### src/rtl/llsc_pkg.sv
package llsc_pkg;

  localparam int KIND_W = 3;

  typedef enum logic [KIND_W-1:0] {
    ACC_LINK_LOAD  = 3'd0,
    ACC_COND_STORE = 3'd1,
    ACC_STORE_W    = 3'd2,
    ACC_STORE_H    = 3'd3,
    ACC_STORE_B    = 3'd4
  } acc_kind_e;

endpackage

### src/rtl/llsc_addr_gen.sv
// Effective address, byte strobes and lane-replicated write data.
module llsc_addr_gen
  import llsc_pkg::*;
#(
  parameter int ADDR_W = 32,
  parameter int DATA_W = 32,
  parameter int OFF_W  = 16
) (
  input  logic [ADDR_W-1:0]   base,
  input  logic [OFF_W-1:0]    offset,
  input  logic [KIND_W-1:0]   kind,
  input  logic [DATA_W-1:0]   data,
  output logic [ADDR_W-1:0]   ea,
  output logic [DATA_W/8-1:0] strb,
  output logic [DATA_W-1:0]   wdata
);
  localparam int STRB_W    = DATA_W / 8;
  localparam int LANE_BITS = $clog2(STRB_W);

  logic [DATA_W-1:0] byte_rep;
  logic [DATA_W-1:0] half_rep;

  assign ea = base + {{(ADDR_W-OFF_W){offset[OFF_W-1]}}, offset};

  for (genvar g = 0; g < STRB_W; g++) begin : g_lane
    assign byte_rep[g*8 +: 8] = data[7:0];
    assign half_rep[g*8 +: 8] = data[(g%2)*8 +: 8];
  end

  always_comb begin
    strb  = '0;
    wdata = data;
    case (kind)
      ACC_COND_STORE,
      ACC_STORE_W: strb = '1;
      ACC_STORE_H: begin
        strb  = {{(STRB_W-2){1'b0}}, 2'b11} << {ea[LANE_BITS-1:1], 1'b0};
        wdata = half_rep;
      end
      ACC_STORE_B: begin
        strb  = {{(STRB_W-1){1'b0}}, 1'b1} << ea[LANE_BITS-1:0];
        wdata = byte_rep;
      end
      default: strb = '0;
    endcase
  end

endmodule

### src/rtl/llsc_resv_track.sv
// Reservation flag and address, with the commit decision.
module llsc_resv_track
  import llsc_pkg::*;
#(
  parameter int               ADDR_W      = 32,
  parameter logic [ADDR_W-1:0] CANCEL_MASK = 32'h0FFF_FFFC
) (
  input  logic              clk,
  input  logic              rst,
  input  logic              accept,
  input  logic [KIND_W-1:0] kind,
  input  logic [ADDR_W-1:0] ea,
  output logic              sc_pass
);
  logic              armed_q;
  logic [ADDR_W-1:0] resv_addr_q;
  logic              plain_hit;

  assign sc_pass   = armed_q && (ea == resv_addr_q);
  assign plain_hit = armed_q && ((ea & CANCEL_MASK) == resv_addr_q);

  always_ff @(posedge clk) begin
    if (rst) begin
      armed_q     <= 1'b0;
      resv_addr_q <= '0;
    end else if (accept) begin
      case (kind)
        ACC_LINK_LOAD: begin
          armed_q     <= 1'b1;
          resv_addr_q <= ea;
        end
        ACC_COND_STORE: armed_q <= 1'b0;
        ACC_STORE_W,
        ACC_STORE_H,
        ACC_STORE_B: if (plain_hit) armed_q <= 1'b0;
        default: ;
      endcase
    end
  end

endmodule

### src/rtl/llsc_reservation_unit.sv
module llsc_reservation_unit
  import llsc_pkg::*;
#(
  parameter int               ADDR_W      = 32,
  parameter int               DATA_W      = 32,
  parameter int               OFF_W       = 16,
  parameter logic [ADDR_W-1:0] CANCEL_MASK = 32'h0FFF_FFFC
) (
  input  logic                clk,
  input  logic                rst,
  input  logic                req_valid,
  output logic                req_ready,
  input  logic [KIND_W-1:0]   req_kind,
  input  logic [ADDR_W-1:0]   req_base,
  input  logic [OFF_W-1:0]    req_offset,
  input  logic [DATA_W-1:0]   req_data,
  output logic                rsp_valid,
  output logic                mem_we,
  output logic [DATA_W/8-1:0] mem_strb,
  output logic [ADDR_W-1:0]   mem_addr,
  output logic [DATA_W-1:0]   mem_wdata,
  output logic                sc_ok,
  output logic                cond_flag
);
  localparam int STRB_W = DATA_W / 8;

  logic              accept;
  logic [ADDR_W-1:0] ea;
  logic [STRB_W-1:0] strb;
  logic [DATA_W-1:0] wdata;
  logic              sc_pass;
  logic              is_sc;
  logic              is_plain;
  logic              do_write;

  assign accept   = req_valid && req_ready;
  assign is_sc    = (req_kind == ACC_COND_STORE);
  assign is_plain = (req_kind == ACC_STORE_W) || (req_kind == ACC_STORE_H) ||
                    (req_kind == ACC_STORE_B);
  assign do_write = accept && (is_plain || (is_sc && sc_pass));

  llsc_addr_gen #(
    .ADDR_W (ADDR_W),
    .DATA_W (DATA_W),
    .OFF_W  (OFF_W)
  ) u_addr_gen (
    .base   (req_base),
    .offset (req_offset),
    .kind   (req_kind),
    .data   (req_data),
    .ea     (ea),
    .strb   (strb),
    .wdata  (wdata)
  );

  llsc_resv_track #(
    .ADDR_W      (ADDR_W),
    .CANCEL_MASK (CANCEL_MASK)
  ) u_resv (
    .clk     (clk),
    .rst     (rst),
    .accept  (accept),
    .kind    (req_kind),
    .ea      (ea),
    .sc_pass (sc_pass)
  );

  always_ff @(posedge clk) begin
    if (rst) begin
      req_ready <= 1'b0;
      rsp_valid <= 1'b0;
      mem_we    <= 1'b0;
      mem_strb  <= '0;
      mem_addr  <= '0;
      mem_wdata <= '0;
      sc_ok     <= 1'b0;
      cond_flag <= 1'b0;
    end else begin
      req_ready <= 1'b1;
      rsp_valid <= accept;
      mem_we    <= do_write;
      mem_strb  <= do_write ? strb : '0;
      sc_ok     <= accept && is_sc && sc_pass;
      if (accept) begin
        mem_addr  <= ea;
        mem_wdata <= wdata;
      end
      if (accept && is_sc) cond_flag <= sc_pass;
    end
  end

endmodule

### config.mk
export PLATFORM = sky130hd
export DESIGN_NAME = llsc_reservation_unit
export DESIGN_NICKNAME = d
export VERILOG_FILES = /design/src/rtl/llsc_pkg.sv /design/src/rtl/llsc_addr_gen.sv /design/src/rtl/llsc_resv_track.sv /design/src/rtl/llsc_reservation_unit.sv
export SDC_FILE = /design/constraint.sdc
export NUM_CORES = 1
export LEC_CHECK = 0
export CORE_AREA = 2 2 132 95
export DETAILED_ROUTE_END_ITERATION = 10
export DIE_AREA = 0 0 134 97
export DONT_BUFFER_PORTS = 1
export GPL_TIMING_DRIVEN = 0
export PLACE_DENSITY_LB_ADDON = 0.2
export SYNTH_ARGS = -nofsm -noshare
export SYNTH_HDL_FRONTEND = slang
export SYNTH_HIERARCHICAL = 1
export SYNTH_SLANG_ARGS = --single-unit
### constraint.sdc
create_clock -name clk -period 4.35 [get_ports clk]
set_input_delay 0 -clock clk [delete_from_list [all_inputs] [get_ports clk]]
set_output_delay 0 -clock clk [all_outputs]
set_load 0.05 [all_outputs]
==> results.cfg, run 1 <==
[status]
outcome = completed

[clock_network]
clock_path_buffers = 2
cts-resized-gates = 0
path_clk_slew_ps = 70
numCtsBuffers = 9
clkSinkCount = 106
cts_tree = done
clk_latency_ps = 350
root_buffer = clkbuf_16
htreeDepth = 3

[finish]
final_layout_size_suffix_gt1_frac = 0.08603
final_area_sq_um = 7178
area_growth_pct = 13.54
nets = 1008
final_util = 0.6187
antennaDiodeCount = 0
nFillCells = 1064
instances_no_fill = 1052

[timing]
setup_tns_ps = 0
tightestPinTransition_ps = 1134
worst_hold_slack_ps = 12.31
fmax_ghz = 0.2523
max-slew-margin-rel = 0.2379
setup_ws_ps = 385.9
final-hold-violation-count = 0
setup-violations-final = 0
fin_crit_ps = 3964
slew_viol_final = 0
finClkSkew_ps = 6.950
rsz0062_at_grt = false
post-route-period-util = 0.9113

[power_and_ir_drop]
intPower_mw = 1.665
pwr-share-clk = 0.305
p_seq_frac = 0.454
pwr-share-comb = 0.242
powerDensity_nw_per_um2 = 362.8
leakage_nw = 2.767
switching_share = 0.3608
vdd_drop_max_mv = 0.2102
finalPower_mw = 2.604
p_sw_uw = 939.5

[placed_design]
dpl.hpwl_microns = 13920
pre_cts_slack_ps = 151.4
dp_cells = 999
io_buffers = 0
dpl_cell_area_sq_um = 6519
gp_congestion = 0.9226

[critical_path]
criticalPathCategory = in -> reg
cp_slowest_stage_delay_ps = 550
reg2reg_to = u_resv/resv_addr_q[13]
crit_slowest_cell = or4_4
path_delay_family = simple AND/OR/NAND/NOR gates
cp-start-kind = primary input
r2r-start = req_ready
rr_worst_depth = 7
crit_end = mem_we
cp.required_ps = 4620
cp-startpoint = req_offset[0]
critPathCaptureType = flip-flop
r2r_setup_slack_ps = 1600
cp_cell_sequence = ha_1 > inv_1 > fa_1 > and2b_1 > o2111ai_2 > a31oi_2 > nand2b_4 > a31oi_4 > o31ai_1 > xor2_1 > xnor2_1 > nand4_1 > or4_4 > nor4_1 > a21oi_1 > o22a_1 > nor3_1
crit_fanout = 5
cp_num_cells = 17
crit_buf_inv = 1
cp_data_arrival_time_ps = 4240

[route]
wl_per_cell_microns = 17.60
via_per_inst = 5.787
vias = 6088
postRouteAntennaNets = 0
wl_microns = 18510
drtIter0Drc = 437
drc_errors = 0
first_pass_iters = 5

[grt]
antenna_found_initial = 0
grt_pass1_wl_microns = 29270
grt.total_usage = 0.2820
grt_overflow_total = 0
first_global_vias = 5759
grt_max_degree = 20

[yosys]
syn_area_per_cell_sq_um = 7.509
synth-async-reset-ratio = 0
synth_edf_count = 0
yosysSeqAreaShare = 0.3356
netlist_instances = 842
syn_nets = 960
ys_warn_count = 6
synth-seq-cells = 106
netlist_area_sq_um = 6322
synthFlopType = dfxtp_1
synth_cell_types = 65

[hold_path]
hp-start = req_data[31]
min_path_cells = 4
hp-class = in -> reg

[floorplan]
start_util = 0.5449
row_count = 33
die_area_sq_um = 13000
die_y_microns = 97
io_pins = 159
core_area_sq_um = 11600
die_w_microns = 134

[job]
maxCapViolations = 0
==> worst min path at each step <==
stage,to,slack (ps)
after floorplan,req_ready,80
after global placement,req_ready,80
after detailed placement,req_ready,90
after CTS,mem_wdata[26],0.9
after global routing,u_resv/armed_q,30
final,mem_wdata[31],10
==> power by group through the flow <==
stage	clock network [mW]	logic, mW	registers [mW]
2_1_floorplan	0	0.454	1.19
3_3_place_gp	0	0.565	1.20
3_5_place_dp	0	0.581	1.21
4_1_cts	0.804	0.618	1.18
5_1_grt	0.849	0.690	1.19
6_report	0.793	0.629	1.18
==> synth_stat cells (5+ instances only) <==
cell      number  area share
inv_1         11      0.0065
nor2_1        29       0.017
buf_2         16       0.013
o211ai_1       5      0.0059
a21o_1        14       0.017
ha_1          31       0.061
xor2_1        24       0.033
nand3_1        6      0.0047
o22ai_1        9      0.0089
dfxtp_1      106        0.34
xnor2_1       39       0.054
clkbuf_1      17       0.010
buf_1          8      0.0047
a21oi_1      132        0.10
nand4_1       10      0.0099
buf_4         14       0.017
nor3_1         7      0.0055
mux2_2         8       0.014
nor4_1         7      0.0069
o21ai_0       22       0.017
nand2_1      255        0.15
==> metal layers <==
layer  up-vias  GRT usage  share of wire
met5         -          0              0
met4         0    0.07119          0.012
met3        24    0.08333          0.097
met2       285     0.4170           0.43
met1      2822     0.4008           0.47
li1       2957          -              -
==> final cells by class <==
class / instances / area (sq um) / area share
sequential: 106 / 2122 / 0.2956
inverter: 12 / 45.04 / 0.006275
timing repair buffer: 37 / 370.4 / 0.05159
clock buffer: 10 / 229.0 / 0.03190
multi-input combinational: 668 / 3865 / 0.5384
tap: 157 / 196.4 / 0.02737
clock inverter: 6 / 60.06 / 0.008367
buffer: 56 / 290.3 / 0.04044
==> flip-flops by register name, indices dropped and copies added, names as in the netlist <==
register	cells
u_resv/resv_addr_q	32
u_resv/armed_q	1
mem_wdata	32
sc_ok	1
cond_flag	1
mem_addr	32
mem_we	1
rsp_valid	1
mem_strb	4
req_ready	1
==> worst reg2reg max path: cells and delay by family (launching register included) <==
family | cells | cell delay [ps]
AOI/OAI and AO/OA | 1 | 150
DFF | 1 | 680
buffers and inverters | 3 | 1110
and+or+nand+nor | 3 | 740
==> timing repair <==
action | in CTS | in global routing
setup buffers | 0 | 0
hold buffers | 37 | 0
hold endpoints to repair | 45 | 0
==> cell families (layout without fill, tap and decap cells) <==
group	count (synthesis)	count (layout)	synth area share
adders and majority gates	32	32	0.06452
xor gates and xnor gates	63	63	0.08728
muxes	9	9	0.01583
DFF	106	106	0.3356
and+or+nand+nor	345	345	0.2399
AOI/OAI and AO/OA	219	219	0.2038
buffers and inverters	68	121	0.05304
==> layout by cell type (no fill, tap or decap), types with 10 or more instances in the layout <==
cell | netlist | layout
nand2_1 | 255 | 255
a21oi_1 | 132 | 132
dfxtp_1 | 106 | 106
xnor2_1 | 39 | 39
dlygate4sd3_1 | 0 | 37
ha_1 | 31 | 31
nor2_1 | 29 | 29
xor2_1 | 24 | 24
o21ai_0 | 22 | 22
clkbuf_1 | 17 | 18
buf_2 | 16 | 16
buf_4 | 14 | 14
a21o_1 | 14 | 14
inv_1 | 11 | 11
nand4_1 | 10 | 10
(Power assumes the default switching activity.)
==> run 2: changes to the inputs <==
--- a/config.mk
+++ b/config.mk
@@ -5,9 +5,11 @@
 export SDC_FILE = /design/constraint.sdc
 export NUM_CORES = 1
 export LEC_CHECK = 0
-export CORE_AREA = 2 2 132 95
+export CELL_PAD_IN_SITES_DETAIL_PLACEMENT = 1
+export CELL_PAD_IN_SITES_GLOBAL_PLACEMENT = 2
+export CORE_AREA = 2 2 162 116
 export DETAILED_ROUTE_END_ITERATION = 10
-export DIE_AREA = 0 0 134 97
+export DIE_AREA = 0 0 164 118
 export DONT_BUFFER_PORTS = 1
 export GPL_TIMING_DRIVEN = 0
 export PLACE_DENSITY_LB_ADDON = 0.2
==> run 2 against run 1 <==
- sequential power is essentially flat
- wire length rose by 17%
- global-route usage is 5.6 points lower
- count of clock-buffer cells in the layout unchanged
- die area is 49% higher
- core utilization fell by 21 points
- first-iteration DRC count fell by 14%
- clock skew increased by 1.7 ps
- clock power up 1%
- critical endpoint unchanged
==> results.cfg, run 2 (synthesized netlist as in run 1, its figures left out) <==
[status]
outcome = completed

[timing]
max-slew-margin-rel = 0.3044
post-route-period-util = 0.9146
finClkSkew_ps = 8.650
rsz0062_at_grt = false
worst_hold_slack_ps = 21.22
fin_crit_ps = 3979
tightestPinTransition_ps = 1035
slew_viol_final = 0
fmax_ghz = 0.2513
setup-violations-final = 0
final-hold-violation-count = 0

[route]
vias = 5999
first_pass_iters = 5
wl_microns = 21610
drtIter0Drc = 375
postRouteAntennaNets = 0
wl_per_cell_microns = 19.07
via_per_inst = 5.295
drc_errors = 0

[floorplan]
die_area_sq_um = 19350
core_area_sq_um = 17800
die_w_microns = 164
start_util = 0.3552
row_count = 41
die_y_microns = 118
io_pins = 159

[critical_path]
crit_buf_inv = 1
reg2reg_to = u_resv/resv_addr_q[14]
cp-start-kind = primary input
path_delay_family = simple AND/OR/NAND/NOR gates
cp_data_arrival_time_ps = 4260
crit_fanout = 5
r2r_setup_slack_ps = 1650
cp_cell_sequence = ha_1 > inv_1 > fa_1 > and2b_1 > o2111ai_2 > a31oi_2 > nand2b_4 > a31oi_4 > o31ai_1 > xor2_1 > xnor2_1 > nand4_1 > or4_4 > nor4_1 > a21oi_1 > o22a_1 > nor3_1
cp.required_ps = 4630
crit_slowest_cell = or4_4
cp_slowest_stage_delay_ps = 570
r2r-start = req_ready
critPathCaptureType = flip-flop
rr_worst_depth = 7
criticalPathCategory = in -> reg

[hold_path]
hp-start = req_data[27]
holdPathEnd = mem_wdata[27]
hp-class = in -> reg
min_path_cells = 4

[placed_design]
dp_cells = 1078
dpl.hpwl_microns = 16590
gp_congestion = 0.8801
io_buffers = 0

[grt]
grt_pass1_wl_microns = 34180
grt_max_degree = 19
grt_overflow_total = 0
antenna_found_initial = 0
first_global_vias = 6070
grt.total_usage = 0.2258

[finish]
nets = 1010
area_growth_pct = 15.40
final_layout_size_suffix_gt1_frac = 0.08696
reg_top3 = mem_addr: 32 flops, mem_wdata: 32 flops, u_resv/resv_addr_q: 32 flops
instances_no_fill = 1133
layout_commonest_cell = nand2_1
final_cell_mix = 255 x nand2_1, 132 x a21oi_1, 106 x dfxtp_1, 39 x dlygate4sd3_1, 39 x xnor2_1
antennaDiodeCount = 0

[power_and_ir_drop]
vdd_drop_max_mv = 0.1654
leakage_nw = 2.777
powerDensity_nw_per_um2 = 361.3

[clock_network]
clock_path_buffers = 2
clkSinkCount = 106
htreeDepth = 3
path_clk_slew_ps = 70
cts_tree = done
cts-resized-gates = 0
numCtsBuffers = 9
clk_latency_ps = 360
root_buffer = clkbuf_16

[job]
maxCapViolations = 0
==> run 2: tightest hold or removal path: cells and delay by family <==
| kind | cells | cell delay [ps] |
|---|---|---|
| compound gates | 3 | 270 |
| simple gates | 1 | 60 |
==> run 2: what timing repair did <==
action                                  CTS  global route
endpoints found under the setup margin    0             0
endpoints found under the hold margin    46             0
buffers inserted                          0             0
hold buffers                             39             0
==> run 2: how the worst max path moves through the flow <==
stage / startpoint / end / slack, ps / depth (start not counted)
global route: req_offset[0] / mem_we / 100 / 17
floorplan: req_offset[0] / mem_we / 730 / 17
finish: req_offset[0] / mem_we / 370 / 17
global placement: req_offset[0] / mem_we / 90 / 17
detailed placement: req_offset[0] / mem_we / -5 / 17
CTS: req_offset[0] / mem_we / 360 / 17
==> run 2: per-stage QoR <==
step                cell area [sq um]  total power [mW]  setup WS [ps]  utilization  setup TNS, ps
detailed placement               6618             1.816         -5.306       0.3718         -5.306
finish                           7296             2.636          371.3       0.4099              0
CTS                              7296             2.660          360.3       0.4099              0
global placement                 6618             1.800          87.55       0.3718              0
global route                     7296             2.783          95.37       0.4099              0
floorplan                        6322             1.648          731.5            -              0
==> run 2: area by class of cell <==
class	instances	area (sq um)
buffer	56	290.3
clock inverter	6	48.80
inverter	12	45.04
sequential	106	2122
fill	2192	10510
timing repair buffer	39	390.4
clock buffer	10	239.0
tap	236	295.3
multi-input combinational	668	3865
==> run 2: routing by layer <==
layer | vias to the layer above | GRT usage | routed length, microns
met5 | - | 0 | 0
met4 | 0 | 0.03564 | 163
met3 | 13 | 0.06378 | 1469
met2 | 142 | 0.3296 | 9125
met1 | 2881 | 0.3333 | 10850
li1 | 2963 | - | -
==> run 2: where the power goes <==
group / switching, mW / leakage, nW / internal [mW]
sequential: 0.168 / 0.863 / 1.01
clock: 0.391 / 0.143 / 0.411
combinational: 0.403 / 1.77 / 0.248
total: 0.962 / 2.78 / 1.67
==> run 3: changes to the inputs <==
==> constraint.sdc (replaced) <==
create_clock -name clk -period 4.35 [get_ports clk]
set_input_delay 0.87 -clock clk [delete_from_list [all_inputs] [get_ports clk]]
set_output_delay 0.87 -clock clk [all_outputs]
set_load 0.05 [all_outputs]
==> run 3 against run 2 <==
- sequential power is essentially flat
- clock skew is 2.1 ps lower
- sequential share of layout area is 0.48 points higher
- combinational power grew 4.1%
- highest routed layer unchanged
==> results.cfg, run 3 (synthesized netlist as in run 1, its figures left out) <==
[timing]
rsz0062_at_grt = true
final-hold-violation-count = 0
post-route-period-util = 0.9767
setup_ws_ps = 101.2
tightestPinTransition_ps = 1022
fin_crit_ps = 4249
max-slew-margin-rel = 0.3137
finClkSkew_ps = 6.542
setup-violations-final = 0
slew_viol_final = 0
worst_hold_slack_ps = 473.2
setup_tns_ps = 0
fmax_ghz = 0.2354

[hold_path]
hp-class = reg -> reg
min_path_cells = 2
hp-start = u_resv/resv_addr_q[6]
holdPathEnd = u_resv/resv_addr_q[6]

[finish]
layout_commonest_cell = nand2_1
area_growth_pct = 13.52
final_cell_mix = 254 x nand2_1, 131 x a21oi_1, 106 x dfxtp_1, 34 x xnor2_1, 30 x ha_1
antennaDiodeCount = 0
nets = 985
reg_top3 = mem_addr: 32 flops, mem_wdata: 32 flops, u_resv/resv_addr_q: 32 flops
final_layout_size_suffix_gt1_frac = 0.1284

[clock_network]
clock_path_buffers = 2
root_buffer = clkbuf_16
path_clk_slew_ps = 80
clk_latency_ps = 360
htreeDepth = 3
cts_tree = done
clkSinkCount = 106
numCtsBuffers = 9

[job]
maxCapViolations = 0

[floorplan]
die_area_sq_um = 19350
core_area_sq_um = 17800
row_count = 41
start_util = 0.3552
die_w_microns = 164
io_pins = 159
die_y_microns = 118

[placed_design]
io_buffers = 0
dpl.hpwl_microns = 16730
gp_congestion = 0.8699
pre_cts_slack_ps = -683.9

[critical_path]
r2r-start = req_ready
critPathCaptureType = flip-flop
r2r_setup_slack_ps = 1730
crit_fanout = 5
reg2reg_to = u_resv/resv_addr_q[30]
cp-start-kind = primary input
cp_data_arrival_time_ps = 4540
rr_worst_depth = 7
criticalPathCategory = in -> reg
cp.required_ps = 4640

[route]
postRouteAntennaNets = 0
drc_errors = 0
wl_per_cell_microns = 19.01
via_per_inst = 5.257
wl_microns = 21070
first_pass_iters = 4
drtIter0Drc = 308
vias = 5825

[status]
outcome = completed

[grt]
grt_pass1_wl_microns = 33120
first_global_vias = 5994
grt_overflow_total = 0
grt_max_degree = 20
grt.total_usage = 0.2181
antenna_found_initial = 0

[power_and_ir_drop]
vdd_drop_max_mv = 0.1508
leakage_nw = 2.727
powerDensity_nw_per_um2 = 373.1
## run 3: changes by cell type in the layout (fill, tap and decap cells not counted), sizes merged
cell	before	now
dlygate4sd3	39	0
buf	39	53
clkinv	4	1
inv	14	17
## run 3: metrics by stage
step	utilization	instance area (sq um)	cells	power [mW]
floorplan	-	6342	842	1.650
CTS	0.3948	7028	1101	2.665
global placement	0.3729	6638	1078	1.801
detailed placement	0.3729	6638	1078	1.819
global route	0.4032	7177	1108	2.816
finish	0.4032	7177	1108	2.677
## run 3: how the worst max path moves through the flow
stage                             start  slack (ps)     endpoint  depth (start not counted)
after CTS                 req_offset[0]          30  mem_strb[1]                         18
final                     req_offset[4]         100       mem_we                         15
after floorplan           req_offset[0]           4       mem_we                         17
after global placement    req_offset[0]        -540       mem_we                         17
after global routing      req_offset[4]         -30       mem_we                         15
after detailed placement  req_offset[0]        -680       mem_we                         17
## run 3: worst max-delay path, stage by stage
cell	delay, ps
ha_1	330
a21o_1	220
o21bai_2	250
o2111ai_4	310
a21oi_4	120
or3_4	400
a21oi_2	190
xnor2_2	200
xnor2_2	160
nand4_1	100
or4_4	550
nor4_4	280
a21oi_1	100
o22a_2	290
nor3_2	160
## run 3: routing by layer
metal	up-vias	routed length [microns]	track usage
met4	0	153	0.03783
met5	-	0	0
met1	2785	10680	0.3177
met3	11	1147	0.05426
li1	2910	-	-
met2	119	9083	0.3272
## run 3: cell type report
class,instances,area (sq um)
plain buffers,56,290.3
clock buffers,10,229.0
clock inverters,6,55.05
fillers,2182,10620
inverters,12,45.04
multi-input cells,668,4031
flip-flops and latches,106,2122
well taps,236,295.3
repair buffers,14,108.9
## run 3: where the power goes
| part | switching [mW] | total (mW) | internal (mW) |
|---|---|---|---|
| Clock | 0.414 | 0.817 | 0.403 |
| Sequential | 0.168 | 1.18 | 1.01 |
| Combinational | 0.414 | 0.678 | 0.264 |
## run 3: what timing repair did
item | CTS | global route
pin swaps | 10 | 23
endpoints found under the hold margin | 0 | 0
hold buffers | 0 | 0
setup endpoints to repair | 6 | 6
buffers inserted | 7 | 7
gates resized for setup | 8 | 18
